## src/rtl/pwrref_pkg.sv

```systemverilog
package pwrref_pkg;

   // Decoded view of the two-bit power field.
   typedef struct packed {
      logic ref_req;    // bit 1: reference wanted
      logic conv_hold;  // bit 0: core held on
   } pwr_field_t;

   function automatic pwr_field_t unpack_pwr(input logic [1:0] raw);
      pwr_field_t f;
      f.ref_req   = raw[1];
      f.conv_hold = raw[0];
      return f;
   endfunction

endpackage

```

## src/rtl/pwrref_ref_ctrl.sv

```systemverilog
module pwrref_ref_ctrl (
   input  logic clk,
   input  logic rst_n,
   input  logic cmd_valid_i,
   input  logic ref_req_i,
   input  logic boundary_i,
   output logic ref_on_o,
   output logic turn_on_o
);

   logic pend_q;
   logic on_d, pend_d;

   // A boundary promotes a request held from earlier cycles; a command in
   // the same cycle is applied afterwards and an off request wins.
   always_comb begin
      on_d   = ref_on_o;
      pend_d = pend_q;
      if (boundary_i && pend_q) begin
         on_d   = 1'b1;
         pend_d = 1'b0;
      end
      if (cmd_valid_i) begin
         if (!ref_req_i) begin
            on_d   = 1'b0;
            pend_d = 1'b0;
         end else if (!on_d) begin
            pend_d = 1'b1;
         end
      end
   end

   always_ff @(posedge clk) begin
      if (!rst_n) begin
         ref_on_o <= 1'b0;
         pend_q   <= 1'b0;
      end else begin
         ref_on_o <= on_d;
         pend_q   <= pend_d;
      end
   end

   assign turn_on_o = on_d && !ref_on_o;

   assert_no_early_on_R2: assert property (@(posedge clk) disable iff (!rst_n)
      (!ref_on_o && !boundary_i) |=> !ref_on_o);

   assert_off_cmd_R5: assert property (@(posedge clk) disable iff (!rst_n)
      (cmd_valid_i && !ref_req_i) |=> !ref_on_o);

   assert_on_cmd_keeps_R4: assert property (@(posedge clk) disable iff (!rst_n)
      (ref_on_o && cmd_valid_i && ref_req_i) |=> ref_on_o);

endmodule

```

## src/rtl/pwrref_settle.sv

```systemverilog
module pwrref_settle #(
   parameter int SETTLE_CYCLES = 16
) (
   input  logic clk,
   input  logic rst_n,
   input  logic ref_on_i,
   input  logic turn_on_i,
   output logic ready_o
);

   localparam int CNT_W = (SETTLE_CYCLES < 1) ? 1 : $clog2(SETTLE_CYCLES + 1);

   if (SETTLE_CYCLES < 0 || SETTLE_CYCLES > (1 << 24)) begin : g_bad_len
      $error("pwrref_settle: SETTLE_CYCLES out of range");
   end

   if (SETTLE_CYCLES == 0) begin : g_no_wait
      assign ready_o = ref_on_i && !turn_on_i;
   end else begin : g_count
      localparam logic [CNT_W-1:0] LOAD = CNT_W'(SETTLE_CYCLES);
      logic [CNT_W-1:0] cnt_q;

      always_ff @(posedge clk) begin
         if (!rst_n)                cnt_q <= '0;
         else if (turn_on_i)        cnt_q <= LOAD;
         else if (!ref_on_i)        cnt_q <= '0;
         else if (cnt_q != '0)      cnt_q <= cnt_q - 1'b1;
      end

      assign ready_o = ref_on_i && (cnt_q == '0);

      assert_restart_R7: assert property (@(posedge clk) disable iff (!rst_n)
         turn_on_i |=> !ready_o);

      assert_ready_after_on_R6: assert property (@(posedge clk) disable iff (!rst_n)
         $rose(ready_o) |-> $past(ref_on_i));
   end

endmodule

```

## src/rtl/pwrref_core_gate.sv

```systemverilog
module pwrref_core_gate (
   input  logic clk,
   input  logic rst_n,
   input  logic cmd_valid_i,
   input  logic hold_i,
   input  logic conv_start_i,
   input  logic conv_end_i,
   output logic core_en_o
);

   logic hold_q, busy_q;

   always_ff @(posedge clk) begin
      if (!rst_n) begin
         hold_q <= 1'b0;
         busy_q <= 1'b0;
      end else begin
         if (cmd_valid_i)       hold_q <= hold_i;
         if (conv_start_i)      busy_q <= 1'b1;
         else if (conv_end_i)   busy_q <= 1'b0;
      end
   end

   assign core_en_o = hold_q || busy_q;

   assert_hold_on_R8: assert property (@(posedge clk) disable iff (!rst_n)
      (cmd_valid_i && hold_i) |=> core_en_o);

   assert_start_on_R9: assert property (@(posedge clk) disable iff (!rst_n)
      conv_start_i |=> core_en_o);

endmodule

```

## src/rtl/pwrref_ctrl.sv

```systemverilog
module pwrref_ctrl #(
   parameter int SETTLE_CYCLES = 16
) (
   input  logic       clk,
   input  logic       rst_n,
   input  logic       cmd_valid,
   input  logic [1:0] cmd_pd,
   input  logic       bus_stop,
   input  logic       bus_rstart,
   input  logic       conv_start,
   input  logic       conv_end,
   output logic       core_en,
   output logic       ref_en,
   output logic       ref_ready
);
   import pwrref_pkg::*;

   pwr_field_t fld;
   logic       boundary;
   logic       turn_on;

   assign fld      = unpack_pwr(cmd_pd);
   assign boundary = bus_stop || bus_rstart;

   pwrref_ref_ctrl u_ref (
      .clk         (clk),
      .rst_n       (rst_n),
      .cmd_valid_i (cmd_valid),
      .ref_req_i   (fld.ref_req),
      .boundary_i  (boundary),
      .ref_on_o    (ref_en),
      .turn_on_o   (turn_on)
   );

   pwrref_settle #(.SETTLE_CYCLES(SETTLE_CYCLES)) u_settle (
      .clk       (clk),
      .rst_n     (rst_n),
      .ref_on_i  (ref_en),
      .turn_on_i (turn_on),
      .ready_o   (ref_ready)
   );

   pwrref_core_gate u_core (
      .clk          (clk),
      .rst_n        (rst_n),
      .cmd_valid_i  (cmd_valid),
      .hold_i       (fld.conv_hold),
      .conv_start_i (conv_start),
      .conv_end_i   (conv_end),
      .core_en_o    (core_en)
   );

   assert_ready_needs_ref_R6: assert property (@(posedge clk) disable iff (!rst_n)
      !ref_en |-> !ref_ready);

endmodule

```

## config.mk

```make
export PLATFORM = sky130hd
export DESIGN_NAME = pwrref_ctrl
export DESIGN_NICKNAME = d
export VERILOG_FILES = /design/src/rtl/pwrref_pkg.sv /design/src/rtl/pwrref_ref_ctrl.sv /design/src/rtl/pwrref_settle.sv /design/src/rtl/pwrref_core_gate.sv /design/src/rtl/pwrref_ctrl.sv
export SDC_FILE = /design/constraint.sdc
export NUM_CORES = 1
export LEC_CHECK = 0
export BUFFER_PORTS_ARGS = -buffer_cell sky130_fd_sc_hd__clkbuf_2
export CAP_MARGIN = 20
export CORE_AREA = 2 2 39 41
export DETAILED_ROUTE_END_ITERATION = 12
export DIE_AREA = 0 0 41 43
export GPL_TIMING_DRIVEN = 1
export PLACE_DENSITY_LB_ADDON = 0.2
export SYNTH_ARGS = -nofsm -noshare
export SYNTH_HDL_FRONTEND = slang
export SYNTH_SLANG_ARGS = --single-unit
```

## constraint.sdc

```tcl
create_clock -name clk -period 1.65 [get_ports clk]
set_clock_uncertainty 0.05 [all_clocks]
set_input_delay 0.2475 -clock clk [delete_from_list [all_inputs] [get_ports clk]]
set_output_delay 0.2475 -clock clk [all_outputs]
set_load 0.01 [all_outputs]
```

==> impl_metrics.ini <==
[sta]
fmax_mhz = 640
setup_slack_ns = 0.0883
hold_viol_final = 0
min_period_ns = 1.56
drv_slew = 0
relSlewSlack_pct = 76.2
post-route-period-util_pct = 94.6
setup_viol = 0
tightest_slew_ns = 0.354

[place]
dp_hpwl_um = 562
io_buffer_count = 11
preCtsSetupSlack_ns = 0.253
place.gp.congestion = 0.660

[run_status]
status = finished clean

[power]
power.density_nw_per_um2 = 822
power_leakage_nw = 0.228
ir_worst_vdd_uv = 455

[global_routing]
grt_max_degree = 8
grt_pass1_wl_um = 1330
antenna_found_initial = 0
grt_use_total_pct = 11.7
grt_pass1_vias = 340
grt-ovfl-total = 0

[worst_hold_path]
worst_hold_path_type = input pin to flop

[critical_path]
crit_path_start_kind = flop
critPathKind = flop to output pin
critical_path.slowest_cell = dfxtp_2
required_ns = 1.35
worst_ep_arrival_time_ns = 1.26
path_cells = inv_2 -> ha_4 -> nor4b_4 -> and2_4 -> buf_6
cp-end-kind = output pin
critPathMaxStageDelay_ns = 0.32
cp_max_fo = 3

[run]
drv_cap = 0

[drt]
drc = 0
drt-initial-drc-count = 1
vias_per_cell = 4.39
dr.pass1.iters = 2
routed_wl_um = 725
ant_nets = 0
wl_per_cell_um = 9.67
num_vias = 329

[clock_tree]
cts_buffer_depth = 2
clock_sinks = 9
clockRootBuffer = clkbuf_4
cts_tree = yes
cts_buffers = 3
ctsHoldBuffers = 0
clk_latency_ns = 0.25
clk_pin_slew_ns = 0.06
h-tree-depth = 1

[floorplan]
core_area_um2 = 1380
die_y_um = 43
fp.dieW_um = 41
placementRows = 14
boundaryPins = 12
start_util_pct = 28.5
fp.dieArea_um2 = 1760

[synthesis]
synthesis.nets = 51
ys_seq_elements = 9
syn_avg_cell_area_um2 = 9.61
yosysUniqueCellTypes = 19
netlist_area_um2 = 394
seq_area_frac_synth_pct = 45.7
synthCells = 41
yosysWarnings = 0

[finish]
final_nets = 70
drive_gt1_share_pct = 40.7
syn2layout_area_growth_pct = 36.8
antenna_cells = 0
postLayoutCoreUtil_pct = 39.0
## routing by layer
| layer | wire length (um) | global-route usage, % | part of all wire, % | up-vias |
|---|---|---|---|---|
| li1 | - | - | - | 178 |
| met1 | 332 | 13.0 | 46 | 144 |
| met2 | 358 | 16.3 | 49 | 7 |
| met3 | 34 | 4.71 | 4.7 | 0 |
| met4 | 0 | 10.0 | 0 | 0 |
| met5 | 0 | 0 | 0 | - |
## layout by cell type, fill, tap and decap left out
cell type,instances
nor4b_4,1
clkbuf_4,3
nand2_1,1
o21a_1,1
clkbuf_1,1
buf_4,3
nor3_1,3
xnor2_1,3
and2_4,1
o32ai_1,1
o21ai_0,2
nand3_1,1
nor2b_1,3
buf_6,1
a21oi_1,2
or2_2,1
nor3b_1,2
inv_2,2
ha_4,1
mux2i_1,1
nor2_1,3
dfxtp_2,1
clkbuf_2,10
inv_1,2
a211oi_1,1
dfxtp_1,8
## synth_stat cells
| master | instances | area share, % |
|---|---|---|
| a211oi_1 | 1 | 1.9 |
| a21oi_1 | 2 | 2.5 |
| and2_2 | 1 | 1.9 |
| dfxtp_1 | 9 | 46 |
| ha_1 | 1 | 3.2 |
| inv_1 | 4 | 3.8 |
| mux2i_1 | 1 | 2.5 |
| nand2_1 | 1 | 0.95 |
| nand3_1 | 1 | 1.3 |
| nor2_1 | 3 | 2.9 |
| nor2b_1 | 3 | 4.8 |
| nor3_1 | 3 | 3.8 |
| nor3b_1 | 2 | 3.8 |
| nor4b_4 | 1 | 6.0 |
| o21a_1 | 1 | 1.9 |
| o21ai_0 | 2 | 2.5 |
| o32ai_1 | 1 | 2.2 |
| or2_2 | 1 | 1.6 |
| xnor2_1 | 3 | 6.7 |
## registers in the layout, summed over array words and instances, names as in the netlist
register	count
u_core.hold_q	1
u_ref.pend_q	1
u_core.busy_q	1
u_ref.ref_on_o	1
u_settle.g_count.cnt_q	5
## cells by family (layout without fill, tap and decap cells)
group	count (synthesis)	after routing	synth area share [%]
xor+xnor	3	3	6.67
mux	1	1	2.54
fa+ha+maj	1	1	3.17
compound gates	7	7	11.1
buf+inv	4	22	3.81
simple gates	16	16	27.0
flops	9	9	45.7
## final cells by class
class | count | area (um^2)
repair buffers | 14 | 83.8
fillers | 144 | 845
well taps | 16 | 20.0
multi-input cells | 28 | 213
clock buffers | 4 | 26.3
inverters | 4 | 15.0
flip-flops and latches | 9 | 181
## what timing repair did
| action | in CTS | in global routing |
|---|---|---|
| pin swaps | 1 | 1 |
| setup endpoints to repair | 1 | 1 |
| resized for setup | 1 | 7 |
| setup buffers | 1 | 1 |
## through the flow
stage	hold WS [ns]	TNS, ns	total power [mW]	instance area, um^2	std cells
6_report	0.157	0	0.443	539	75
5_1_grt	0.163	-0.00223	0.474	539	75
4_1_cts	0.147	0	0.450	513	74
3_5_place_dp	0.421	0	0.277	477	69
3_3_place_gp	0.411	0	0.276	477	69
2_1_floorplan	0.315	0	0.256	394	41
## critical path, delay by kind of cell, from the launching register on
kind	cells	cell delay (ns)
fa+ha+maj	1	0.14
buf+inv	2	0.17
flops	1	0.32
simple gates	2	0.38
## report_power, final
part           switching (mW)  internal [mW]
Clock                  0.0734         0.0930
Sequential            0.00565          0.224
Combinational          0.0195         0.0274
Total                  0.0986          0.345
## worst paths after layout
check / from / to / slack [ns] / cells past startpoint
setup / recovery: u_settle.g_count.cnt_q[0]$_SDFFE_PP0P_ / ref_ready / 0.09 / 5
setup reg to reg: u_settle.g_count.cnt_q[1]$_SDFFE_PP0P_ / u_settle.g_count.cnt_q[0]$_SDFFE_PP0P_ / 0.21 / 8
hold / removal: conv_start / u_core.busy_q$_SDFFE_PN0P_ / 0.16 / 2
hold reg to reg: u_settle.g_count.cnt_q[1]$_SDFFE_PP0P_ / u_settle.g_count.cnt_q[1]$_SDFFE_PP0P_ / 0.45 / 2
Power figures use the tool's default switching activity.
